$ cat src/rtl/indir_addr_unit.sv
module indir_addr_unit #(
  parameter int ADDR_W = 8,
  parameter int DATA_W = 8,
  parameter bit BANK_EN = 1'b1,
  parameter logic [ADDR_W-1:0] VIRT_ADDR = '0,
  parameter logic [ADDR_W-1:0] PTR_ADDR = ADDR_W'(4)
) (
  input  logic              clk,
  input  logic              rst_n,
  input  logic [ADDR_W-1:0] dir_addr,
  input  logic              bank_sel,
  input  logic              rd_en,
  input  logic              wr_en,
  input  logic [DATA_W-1:0] wr_data,
  output logic [DATA_W-1:0] rd_data,
  output logic [ADDR_W:0]   eff_addr,
  output logic              ram_re,
  output logic              ram_we,
  output logic              flag_upd
);

  localparam int EFF_W = ADDR_W + 1;
  localparam int DEPTH = 1 << EFF_W;

  logic [DATA_W-1:0] mem [DEPTH];
  logic [ADDR_W-1:0] ptr_q;
  logic              bank_bit;
  logic              is_virt;
  logic              self_ref;
  logic              hit_ptr;
  logic [ADDR_W-1:0] low_addr;

  generate
    if (BANK_EN) begin : g_bank
      assign bank_bit = bank_sel;
    end else begin : g_nobank
      assign bank_bit = 1'b0;
    end
  endgenerate

  assign is_virt  = dir_addr == VIRT_ADDR;
  assign low_addr = is_virt ? ptr_q : dir_addr;
  assign self_ref = is_virt && (ptr_q == VIRT_ADDR);
  assign hit_ptr  = low_addr == PTR_ADDR;
  assign eff_addr = {bank_bit, low_addr};

  assign ram_re   = rd_en && !self_ref && !hit_ptr;
  assign ram_we   = wr_en && !self_ref && !hit_ptr;
  assign flag_upd = wr_en;

  always_comb begin
    rd_data = '0;
    if (rd_en) begin
      if (hit_ptr)     rd_data = DATA_W'(ptr_q);
      else if (ram_re) rd_data = mem[eff_addr];
    end
  end

  always_ff @(posedge clk or negedge rst_n) begin
    if (!rst_n)                ptr_q <= '0;
    else if (wr_en && hit_ptr) ptr_q <= ADDR_W'(wr_data);
  end

  always_ff @(posedge clk) begin
    if (ram_we) mem[eff_addr] <= wr_data;
  end


  ptr_load_chk: assert property (@(posedge clk) disable iff (!rst_n)
    (wr_en && dir_addr == PTR_ADDR) |=> ptr_q == ADDR_W'($past(wr_data)));


  ptr_hold_chk: assert property (@(posedge clk) disable iff (!rst_n)
    !(wr_en && eff_addr[ADDR_W-1:0] == PTR_ADDR) |=> $stable(ptr_q));


  ram_store_chk: assert property (@(posedge clk) disable iff (!rst_n)
    ram_we |=> mem[$past(eff_addr)] == $past(wr_data));


  indir_route_chk: assert property (@(posedge clk) disable iff (!rst_n)
    (dir_addr == VIRT_ADDR && ptr_q != VIRT_ADDR) |-> eff_addr[ADDR_W-1:0] == ptr_q);


  self_read_chk: assert property (@(posedge clk) disable iff (!rst_n)
    (rd_en && dir_addr == VIRT_ADDR && ptr_q == VIRT_ADDR) |-> (rd_data == '0 && !ram_re));


  self_write_chk: assert property (@(posedge clk) disable iff (!rst_n)
    (wr_en && dir_addr == VIRT_ADDR && ptr_q == VIRT_ADDR) |-> (!ram_we && flag_upd));


  bank_tie_chk: assert property (@(posedge clk) disable iff (!rst_n)
    (BANK_EN == 1'b0 && bank_sel) |-> !eff_addr[ADDR_W]);


  idle_read_chk: assert property (@(posedge clk) disable iff (!rst_n)
    !rd_en |-> (rd_data == '0 && !ram_re));

endmodule

$ cat config.mk
export PLATFORM = sky130hd
export DESIGN_NAME = indir_addr_unit
export DESIGN_NICKNAME = d
export VERILOG_FILES = /design/src/rtl/indir_addr_unit.sv
export SDC_FILE = /design/constraint.sdc
export NUM_CORES = 2
export LEC_CHECK = 0
export BUFFER_PORTS_ARGS = -buffer_cell sky130_fd_sc_hd__buf_2
export CORE_AREA = 2 2 723 725
export CTS_BUF_LIST = sky130_fd_sc_hd__clkbuf_8
export CTS_CLUSTER_DIAMETER = 40
export CTS_CLUSTER_SIZE = 12
export DETAILED_ROUTE_END_ITERATION = 10
export DIE_AREA = 0 0 725 727
export PLACE_DENSITY_LB_ADDON = 0.08
export SLEW_MARGIN = 5
export SYNTH_ARGS = -nofsm -noshare
export SYNTH_HDL_FRONTEND = slang
export SYNTH_SLANG_ARGS = --single-unit
$ cat constraint.sdc
create_clock -name clk -period 3.9 [get_ports clk]
set_clock_uncertainty 0.15 [all_clocks]
set_input_delay 0 -clock clk [delete_from_list [all_inputs] [get_ports clk]]
set_output_delay 0 -clock clk [all_outputs]
set_load 0.05 [all_outputs]
# Word level (Yosys, flattened, before mapping)

Memories as Yosys holds them, arrays and structs flattened.
Index checks and enable logic that the tools add are counted.

Output and inout bits: 20
Memories kept: 1
Register bits: 8
Word-level logic and storage cells: 19
RAM bits: 4096

Memory list:

| name | depth | bits a word | read ports | clocked after Yosys merged registers in | wr ports | line | RTL |
|---|---|---|---|---|---|---|---|
| mem  | 512   | 8           | 1          | 0                                       | 1        | 25   | `logic [DATA_W-1:0] mem [DEPTH];` |

Equality and inequality tests: 1
Mux-type cells: 6
Reductions and logical operators: 10

Operators with widths:

| cell               | number |
|---|---|
| $mux 8             | 4 |
| $logic_not 8->1    | 2 |
| $eq 8x3->1 const B | 1 |
| $logic_and 1x1->1  | 6 |
| $logic_not 1->1    | 2 |
| $mux 1             | 2 |

# Logic depth before layout (Yosys ltp)

Depth in word-level cells: 8
Gate-level depth with buffers: 16

# Worst setup path before layout

No wires, ideal clock.

Path kind: reg-to-output
From: register ptr_q[1]
To: output port rd_data[4]
Stages on the path, launching flop included: 13
Setup slack: -0.211 ns
Required time: 3.750 ns
Arrival: 3.961 ns
Path through: dfrtp_1 > nor4b_1 > a21oi_1 > clkbuf_1 > clkbuf_1 > clkbuf_1 > nand2_1 > a31oi_1 > o22ai_1 > o21ai_0 > a41oi_1 > or4_1 > o31ai_1

Longest elaborated chain between the ends: 8
Elaborated cells on any way between the ends: 12
Those cells by class: eq/ne (1); mux (4); reduce/logical (6); memory (1)

Ends and longest elaborated chain:

| item                                                                  | line | RTL |
|---|---|---|
| start, declared                                                       | 26   | `logic [ADDR_W-1:0] ptr_q;` |
| start signal, assigned                                                | 61   | `else if (wr_en && hit_ptr) ptr_q <= ADDR_W'(wr_data);` |
| parallel branches: the longest is 6 deep, another holds $mem_v2 512x8 | n/a  |  |
| $mux 8 *                                                              | 54   | `if (hit_ptr) rd_data = DATA_W'(ptr_q);` |
| $mux 8 *                                                              | 53   | `if (rd_en) begin` |
| end, declared                                                         | 15   | `output logic [DATA_W-1:0] rd_data,` |

Mark *: on every way between the ends.

# Worst setup path in the final report

From: register ptr_q[2]
To: output port rd_data[7]

Same word-level chain as after synthesis.

==> summary.md <==
| Metric | Value |
|---|---|
| Run status | complete, but fails checks |
| Failing checks | negative setup slack |
| R2R setup slack | 50 ps |
| Area after DPL | around 180000 um^2 |
| Final std cells w/o fill | 19600 |
| Count leader, synth | edfxtp_1 |
| Final Cell Area | between 150000 and 200000 um^2 |
| Final min period | between 5000 and 6000 ps |
| CTS tree | yes |
| Core area | roughly 520000 um^2 |
| Number of buffers created by CTS | ~630 |
| Fmax | approximately 170 MHz |
| Die Height | between 700 and 800 um |
| Cell Pwr Density | roughly 490 nW/um^2 |
| Port bufs | 40 |
| Peak supply drop | roughly 0.38 mV |
| Number of remaining DRC errors | 0 |
| Post-synth EDFFs | 4096 |
| Hold Vio Cnt, Final | 0 |
| Fillcell total | between 40000 and 50000 |
| I/O pins | between 40 and 50 |
| Max Used Layer | met5 |
| Setup WS post-layout | -1860 ps |
| GP Congestion | around 0.84 |
| Total grt overflow | 0 |
| Area contributors post-synth | edfxtp_1 79%, o22ai_1 5.2%, nand2_1 4.4% |
| Routed met2 length | just under 300000 um |
| Post-route ant nets | 0 |
| Initial antenna violation count | 42 |
| Area growth from synthesis to layout | 26.2% |
| First-pass GRT wire length | roughly 850000 um |
| Root Buffer | clkbuf_8 |
| Crit start category | flip-flop |
| CTS clock-pin slew for the worst setup and hold paths | about 70 ps |
| HP Class | in2reg |
| HPWL Detailed | approximately 400000 um |
| Crit share post-route | 148% |
| Placed insts | ~18000 |
| Width of the die | 725 um |
| Post-Route WL | approximately 630000 um |
| Die area | 527000 um^2 |
| CP Class | reg2out |
| Worst setup EP type | output pin |
| WP data arrival | ~5600 ps |
| Largest net degree at the start of global routing | 121 |
| Met1 wire length | ~280000 um |
| Final net count | 12100 |
| Max cap viols | 0 |
| Reg area | 123000 um^2 |
| Bufs on Longest Clock Path | 4 |
| Metal3 WL | around 43000 um |
| Place WS | -2400 ps |
| Average cell area after synthesis | between 10 and 15 um^2 |
| Layout cells sized above 1 | about a quarter |
| Worst-path cell chain | nor3b_1, buf_4, buf_4, a32oi_4, nor2_4, buf_12, buf_4, a32o_1, a221o_1, o21ai_2, nand4_1, buf_4, a222oi_1, buf_4, a32o_2, buf_12, buf_12 |
| Routed WL per cell | roughly 32 um |
| Vias after detailed routing | approximately 100k |
| Yosys reg bits | approximately 4100 |
| Via/cell ratio | ~5.3 |
| LEAKAGE | around 65 nW |
| Pins over their slew limit | 0 |
| Slew HR | between 20% and 30% |
| Synth top cells by count | 4096 x edfxtp_1, 1829 x nand2_1, 1297 x o22ai_1 |
| Multi-input gate area | ~31000 um^2 |
| Mapped Cells | just over 10000 |
| Clock latency on the worst-skew pair | roughly 1300 ps |
| Clk sink count | just over 4000 |
| RSZ-0062 raised after global routing | true |
| Final core utilization | 37.8% |
| All-Layer GR Usage | 22.8% |
| Worst-Margin Slew | between 1000 and 1500 ps |
| Mapped cell area | 155000 um^2 |
| Post-synth top area cell | edfxtp_1 |
| Ys async rst share | less than 1% |
| Count of TritonRoute iterations in the first routing pass | 9 |
| Num rows | 265 |
| DRT iter0 DRCs | between 10000 and 15000 |
| Worst hold slack | around 120 ps |
| Top_reg_cell synth | edfxtp_1 |
| Initial Util | 29.9% |
| Slowest stage cell, crit path | nand4_1 |
| Area share of the largest cell type after synthesis | between 70% and 80% |
| Final setup violation count | 9 |
| CP required | 3750 ps |
| Seq/Total Area, Yosys | 79.3% |
| Number of H-tree levels | 6 |
| Worst Path Max Fanout | 12 |
| Top cell by count, worst path | buf_4 |
| Largest stage delay on the critical path | ~500 ps |
| Vias in the first global route | between 100k and 150k |
| Yosys warning total | 0 |
| Synth cell types | 64 |
-- cell families after synthesis --
family	Yosys count	synth area share [%]
DFF	4104	79.3
muxes	83	0.541
AOI/OAI and AO/OA	2841	11.7
other	1	0.00241
and+or+nand+nor	2556	6.39
buffers and inverters	800	2.04
-- through the flow --
| step | setup TNS (ps) | total power [mW] |
|---|---|---|
| floorplan | 0 | 51.8 |
| global placement | -3245230 | 56.3 |
| detailed placement | -3397910 | 56.3 |
| CTS | -15380 | 96.4 |
| global route | -15140 | 98.5 |
| finish | -13510 | 95.7 |
-- registers in the layout (all words and copies together), names as in the netlist --
register,flops
mem,4096
ptr_q,8
-- layer usage --
layer	vias to the layer above	track usage, %
met2	4039	36.4
li1	44600	-
met5	-	0
met4	4	5.24
met1	54800	32.9
met3	744	3.48
-- path summary, 6_finish.rpt --
path | start | to | cells past startpoint
worst max-delay path | ptr_q[2] | rd_data[7] | 17
worst max register to register | ptr_q[1] | mem[433][2] | 15
worst min-delay path | dir_addr[6] | mem[178][7] | 9
max in group asynchronous | rst_n | ptr_q[0] | 4
min in group asynchronous | rst_n | ptr_q[7] | 4
worst min register to register | ptr_q[5] | ptr_q[5] | 2
-- timing repair --
action / CTS / global route
pin swaps: 40 / 54
setup buffers: 66 / 20
hold endpoints to repair: 7430 / 0
gates resized for setup: 232 / 308
endpoints found under the setup margin: 3471 / 976
cloned: 18 / 8
hold buffers: 31 / 0
-- report_power, final --
part / switching, mW / leakage (nW) / internal, mW
Clock: 19.5 / 7.04 / 20.4
Combinational: 4.88 / 20.7 / 2.42
Sequential: 0.0237 / 36.9 / 48.6
Total: 24.4 / 64.7 / 71.3
-- cell usage in the layout (no fill, tap or decap), types with 40 or more instances in the layout --
cell	synthesis	layout
clkinv_2	0	89
buf_4	4	1359
a32oi_1	120	115
inv_1	9	69
a222oi_1	56	56
buf_12	0	312
clkbuf_8	0	644
nand3_1	85	84
mux2i_1	75	75
o22ai_1	1297	1270
a21oi_1	256	251
nand2_1	1829	1810
o21ai_1	3	49
buf_6	0	52
clkinv_4	0	53
buf_16	0	40
o21ai_0	246	182
clkinvlp_4	0	83
a31oi_1	624	592
inv_6	0	65
nor2_2	0	162
edfxtp_1	4096	4096
clkinv_1	1	69
nor2_1	559	388
bufinv_16	0	63
-- critical path: cells and delay by family, from the launching register on --
family          cells  cell delay, ps
buf+inv             8            1480
flops               1             420
simple gates        3             750
compound gates      6            1600
-- cell type report --
type / instances / share of cell area (%)
clock buffers: 644 / 4.52
inverters: 11 / 0.0326
well taps: 6942 / 4.43
repair buffers: 1846 / 9.86
diodes: 18 / 0.0230
multi-input cells: 5512 / 15.8
clock inverters: 516 / 2.49
flip-flops and latches: 4104 / 62.8
Power figures use the tool's default switching activity.
